$ cat src/rtl/irq_flag_pkg.sv
package irq_flag_pkg;

  // Operation selected for the completing instruction
  typedef enum logic [1:0] {
    OPS_NONE = 2'd0,
    OPS_DIS  = 2'd1,
    OPS_EN   = 2'd2,
    OPS_RETN = 2'd3
  } op_sel_e;

  typedef struct packed {
    logic primary;
    logic shadow;
  } ie_flags_t;

endpackage

$ cat src/rtl/irq_op_decode.sv
module irq_op_decode
  import irq_flag_pkg::*;
(
  input  logic    boundary_i,
  input  logic    en_i,
  input  logic    dis_i,
  input  logic    retn_i,
  output op_sel_e op_o
);
  // priority: disable, then enable, then return. R3: nothing without a boundary.
  always_comb begin
    op_o = OPS_NONE;
    if (boundary_i) begin
      if (dis_i)       op_o = OPS_DIS;
      else if (en_i)   op_o = OPS_EN;
      else if (retn_i) op_o = OPS_RETN;
    end
  end
endmodule

$ cat src/rtl/irq_nmi_latch.sv
module irq_nmi_latch (
  input  logic clk,
  input  logic rst,
  input  logic nmi_i,
  input  logic take_i,
  output logic pending_o
);
  logic prev_q;
  logic pend_q;
  logic rise;

  assign rise      = nmi_i & ~prev_q;
  assign pending_o = pend_q | rise;

  // an edge stays latched until it is taken at a boundary
  always_ff @(posedge clk) begin
    if (rst) begin
      prev_q <= 1'b0;
      pend_q <= 1'b0;
    end else begin
      prev_q <= nmi_i;
      pend_q <= pending_o & ~take_i;
    end
  end
endmodule

$ cat src/rtl/irq_enable_guard.sv
module irq_enable_guard #(
  parameter int HOLD_BOUNDARIES = 1
) (
  input  logic clk,
  input  logic rst,
  input  logic boundary_i,
  input  logic enable_op_i,
  output logic guard_o
);
  localparam int CNT_W = $clog2(HOLD_BOUNDARIES + 1);
  localparam logic [CNT_W-1:0] RELOAD = CNT_W'(HOLD_BOUNDARIES - 1);

  logic [CNT_W-1:0] cnt_q;

  // the enable's own boundary is refused, then RELOAD more
  assign guard_o = enable_op_i | (cnt_q != '0);

  always_ff @(posedge clk) begin
    if (rst) begin
      cnt_q <= '0;
    end else if (boundary_i) begin
      if (enable_op_i)         cnt_q <= RELOAD;
      else if (cnt_q != '0)    cnt_q <= cnt_q - 1'b1;
    end
  end
endmodule

$ cat src/rtl/irq_accept_arb.sv
module irq_accept_arb
  import irq_flag_pkg::*;
(
  input  logic      boundary_i,
  input  op_sel_e   op_i,
  input  ie_flags_t cur_i,
  input  logic      irq_i,
  input  logic      nmi_pend_i,
  input  logic      guard_i,
  output logic      int_take_o,
  output logic      nmi_take_o,
  output ie_flags_t next_o
);
  ie_flags_t post_op;

  // Flags as left by the completing instruction's operation
  always_comb begin
    post_op = cur_i;
    unique case (op_i)
      OPS_DIS:  post_op = '{primary: 1'b0, shadow: 1'b0};
      OPS_EN:   post_op = '{primary: 1'b1, shadow: 1'b1};
      OPS_RETN: post_op = '{primary: cur_i.shadow, shadow: cur_i.shadow};
      default:  post_op = cur_i;
    endcase
  end

  // non-maskable wins; R5/R11: primary flag alone gates maskable
  assign nmi_take_o = boundary_i & nmi_pend_i;
  assign int_take_o = boundary_i & ~nmi_take_o & irq_i & post_op.primary & ~guard_i;

  always_comb begin
    if (nmi_take_o)      next_o = '{primary: 1'b0, shadow: post_op.primary};
    else if (int_take_o) next_o = '{primary: 1'b0, shadow: 1'b0};
    else                 next_o = post_op;
  end
endmodule

$ cat src/rtl/irq_flag_ctrl.sv
module irq_flag_ctrl
  import irq_flag_pkg::*;
#(
  parameter int HOLD_BOUNDARIES = 1
) (
  input  logic clk,
  input  logic rst,
  input  logic insn_end_i,
  input  logic op_en_i,
  input  logic op_dis_i,
  input  logic op_retn_i,
  input  logic op_ldspec_i,
  input  logic irq_i,
  input  logic nmi_i,
  output logic int_ack_o,
  output logic nmi_ack_o,
  output logic mask_flag_o,
  output logic shadow_flag_o,
  output logic parity_val_o,
  output logic parity_we_o
);
  op_sel_e   op_sel;
  ie_flags_t flags_q;
  ie_flags_t flags_nx;
  logic      nmi_pend;
  logic      guard;
  logic      int_take;
  logic      nmi_take;
  logic      int_ack_q;
  logic      nmi_ack_q;
  logic      pval_q;
  logic      pwe_q;

  irq_op_decode u_dec (
    .boundary_i (insn_end_i),
    .en_i       (op_en_i),
    .dis_i      (op_dis_i),
    .retn_i     (op_retn_i),
    .op_o       (op_sel)
  );

  irq_nmi_latch u_nmi (
    .clk       (clk),
    .rst       (rst),
    .nmi_i     (nmi_i),
    .take_i    (nmi_take),
    .pending_o (nmi_pend)
  );

  irq_enable_guard #(
    .HOLD_BOUNDARIES (HOLD_BOUNDARIES)
  ) u_guard (
    .clk         (clk),
    .rst         (rst),
    .boundary_i  (insn_end_i),
    .enable_op_i (op_sel == OPS_EN),
    .guard_o     (guard)
  );

  irq_accept_arb u_arb (
    .boundary_i (insn_end_i),
    .op_i       (op_sel),
    .cur_i      (flags_q),
    .irq_i      (irq_i),
    .nmi_pend_i (nmi_pend),
    .guard_i    (guard),
    .int_take_o (int_take),
    .nmi_take_o (nmi_take),
    .next_o     (flags_nx)
  );

  // reset; flags move only at boundaries
  always_ff @(posedge clk) begin
    if (rst) begin
      flags_q   <= '{primary: 1'b0, shadow: 1'b0};
      int_ack_q <= 1'b0;
      nmi_ack_q <= 1'b0;
      pval_q    <= 1'b0;
      pwe_q     <= 1'b0;
    end else begin
      if (insn_end_i) flags_q <= flags_nx;
      int_ack_q <= int_take;
      nmi_ack_q <= nmi_take;
      pwe_q     <= insn_end_i & op_ldspec_i;
      if (insn_end_i && op_ldspec_i) pval_q <= flags_q.shadow;
    end
  end

  assign int_ack_o     = int_ack_q;
  assign nmi_ack_o     = nmi_ack_q;
  assign mask_flag_o   = flags_q.primary;
  assign shadow_flag_o = flags_q.shadow;
  assign parity_val_o  = pval_q;
  assign parity_we_o   = pwe_q;
endmodule

$ cat config.mk
export PLATFORM = sky130hd
export DESIGN_NAME = irq_flag_ctrl
export DESIGN_NICKNAME = d
export VERILOG_FILES = /design/src/rtl/irq_flag_pkg.sv /design/src/rtl/irq_op_decode.sv /design/src/rtl/irq_nmi_latch.sv /design/src/rtl/irq_enable_guard.sv /design/src/rtl/irq_accept_arb.sv /design/src/rtl/irq_flag_ctrl.sv
export SDC_FILE = /design/constraint.sdc
export NUM_CORES = 1
export LEC_CHECK = 0
export CAP_MARGIN = 20
export CORE_AREA = 2 2 39 41
export DETAILED_ROUTE_END_ITERATION = 10
export DIE_AREA = 0 0 41 43
export DONT_BUFFER_PORTS = 1
export SKIP_LAST_GASP = 1
export SYNTH_ARGS = -nofsm -noshare
export SYNTH_HDL_FRONTEND = slang
export SYNTH_HIERARCHICAL = 1
export SYNTH_SLANG_ARGS = --single-unit
$ cat constraint.sdc
create_clock -name clk -period 4.15 [get_ports clk]
set_input_delay 0.2075 -clock clk [delete_from_list [all_inputs] [get_ports clk]]
set_output_delay 0.2075 -clock clk [all_outputs]
set_load 0.02 [all_outputs]
==> results.toml <==
[final_layout]
synthToLayoutAreaGrowth_pct = 9.33
final_nets = 55
drive_above_1_share = 0.136
n_antenna_cell = 0
n_fill_cell = 149
final_cells = 60

[place]
port_buffers = 0
numPlacedInstances = 57
finalWeightedCongestion = 0.767
dpl.hpwl_um = 494

[setup_path]
cp-end-kind = "flop"
cp_cell_sequence = "nand2b_1 > a22oi_2 > nor2_1 > o32ai_1 > mux2i_1 > nor2_1"
start_kind = "flop"
r2r_cells = 6
slowest_stage = "dfxtp_1"
crit_type = "reg -> reg"
crit_arrival_ns = 1.62
r2r_slack_ns = 2.71
r2r-start = "shadow_flag_o"
critPathMostFrequentCell = "nor2_1"
critPathMaxStageDelay_ns = 0.41
crit_start = "shadow_flag_o"
cp.required_ns = 4.34
critical_path.max_fanout = 5
reg2reg_to = "shadow_flag_o"
endpoint = "shadow_flag_o"

[floorplan]
io-pin-count = 15
die_x_um = 41
die_y_um = 43
start_util = 0.271
rows = 14
die_area_um2 = 1760
core-area_um2 = 1380

[logic_synthesis]
synth_cells = 42
synth.most_common_cell = "dfxtp_1"
synth.top_cells.by_area = "dfxtp_1 43%, nor2b_1 8.3%, nor2_1 7.0%"
synth_cell_types = 20
yosysTopAreaCellShare = 0.427
synth_ff_type = "dfxtp_1"
synth_fp_nets = 51
synth_edf_count = 0
yosysSeqAreaShare = 0.427
synth_warnings = 6
netlist_top_cells_count = "8 x dfxtp_1, 7 x nor2_1, 5 x nor2b_1"
ys_async_sr_fraction = 0
yosys.area.top_type = "dfxtp_1"
synthesis.area_um2 = 375
syn_avg_cell_area_um2 = 8.94
ys_seq_elements = 8

[timing]
relSlewSlack = 0.682
layout_min_cycle_time_ns = 1.44
max_slew.worst_pin.slew_ns = 0.475
maxSlewViolCount = 0
fin_worst_skew_ns = 0.00120
tns_ns = 0
rsz0062_at_grt = "false"
fin_crit_sh = 0.346
hold_violations = 0
final-setup-viol-count = 0
max_freq_ghz = 0.696

[drt]
wl_per_cell_um = 10.7
drt_wl_total_um = 640
num_vias = 266
drc = 0
first_iter_violations = 0
vias_per_cell = 4.43
ant_nets = 0
first_pass_iters = 1

[power_and_ir_drop]
p_leak_nw = 0.166
ir_drop_mv = 0.131
cellPowerDensity_nw_per_um2 = 383

[grt]
grt-busiest-layer = "met2"
use_met2 = 0.119
grt_max_degree = 10
grt.total_usage = 0.0925
grt.overflow.total = 0
grt_pass1_wl_mm = 1.00
gr-usage-met3 = 0.105
grt_pass1_vias = 245
antenna_found_initial = 0
grtUsageMet1 = 0.0903

[cts]
clockRootBuffer = "clkbuf_4"
cts_resized = 0
h-tree-depth = 1
cts_num_sinks = 8
tritoncts = "built"
clk_transition_reported_paths_ns = 0.05
clk_latency_ns = 0.25
postCtsSetupBuffers = 0
cts_buffers = 3
clockBufferDepth = 2
hold_buffers = 0

[job]
cap_violations = 0

[hold_path]
hold_class = "in -> reg"

[status]
status = "finished clean"
## worst min path at each step
stage               startpoint      endpoint  depth (start not counted)
floorplan                  rst  parity_val_o                          1
global placement           rst   parity_we_o                          1
detailed placement         rst     int_ack_o                          1
CTS                        rst     int_ack_o                          1
global route               rst  parity_val_o                          1
finish                     rst     int_ack_o                          1
## flip-flops by register name, indices dropped and copies added (netlist names)
register / count
parity_val_o: 1
parity_we_o: 1
shadow_flag_o: 1
nmi_ack_o: 1
mask_flag_o: 1
u_nmi/prev_q: 1
int_ack_o: 1
u_nmi/pend_q: 1
## worst max-delay path: cells and delay by family, from the launching register on
family           cells  cell delay (ns)
AO/OA/AOI/OAI        2             0.47
flip-flops           1             0.41
AND/OR/NAND/NOR      3             0.40
multiplexers         1             0.11
## routing by layer
layer | up-vias | routed length, um
met5 | - | 0
met4 | 0 | 0
met3 | 0 | 59
met2 | 7 | 295
met1 | 113 | 285
li1 | 146 | -
## power by group
| group | leakage [nW] | switching (mW) | internal [mW] | total (mW) |
|---|---|---|---|---|
| registers | 0.0654 | 0.00415 | 0.0800 | 0.0841 |
| clock network | 0.0138 | 0.0249 | 0.0330 | 0.0579 |
| logic | 0.0873 | 0.00708 | 0.00820 | 0.0153 |
| total | 0.166 | 0.0362 | 0.121 | 0.157 |
## cell families after synthesis
| logic type | Yosys count | synth area share |
|---|---|---|
| flops | 8 | 0.427 |
| simple gates | 21 | 0.317 |
| compound gates | 8 | 0.163 |
| buf+inv | 3 | 0.0400 |
| mux | 2 | 0.0533 |
## layout by cell type (no fill, tap or decap)
master / n
o21ai_0: 1
nor2_1: 7
nor2b_4: 1
o32ai_1: 1
nand3_1: 1
nand4bb_1: 1
or2_1: 1
a22oi_2: 1
nor3b_1: 1
a21bo_1: 1
nor2b_1: 5
clkbuf_4: 3
inv_1: 1
dfxtp_1: 8
nand2_1: 3
inv_2: 1
a21oi_1: 2
mux2i_1: 2
o21a_1: 2
nand2b_1: 1
## area by class of cell
cell class	instances	area [um^2]	area share
Sequential cell	8	160	0.390
Clock buffer	3	22.5	0.0549
Inverter	2	7.51	0.0183
Multi-Input combinational cell	31	200	0.488
Tap cell	16	20.0	0.0488
## per-stage QoR
stage / instance area [um^2] / worst slack, ns / hold WS (ns) / power [mW] / util
3_5_place_dp: 388 / 2.60 / 0.282 / 0.101 / 0.280
2_1_floorplan: 375 / 2.65 / 0.277 / 0.0994 / -
5_1_grt: 410 / 2.58 / 0.00715 / 0.166 / 0.297
4_1_cts: 410 / 2.71 / 0.0121 / 0.160 / 0.297
3_3_place_gp: 388 / 2.59 / 0.281 / 0.101 / 0.280
6_report: 410 / 2.71 / 0.0235 / 0.157 / 0.297
No activity file was read; power rests on OpenSTA's default activity.
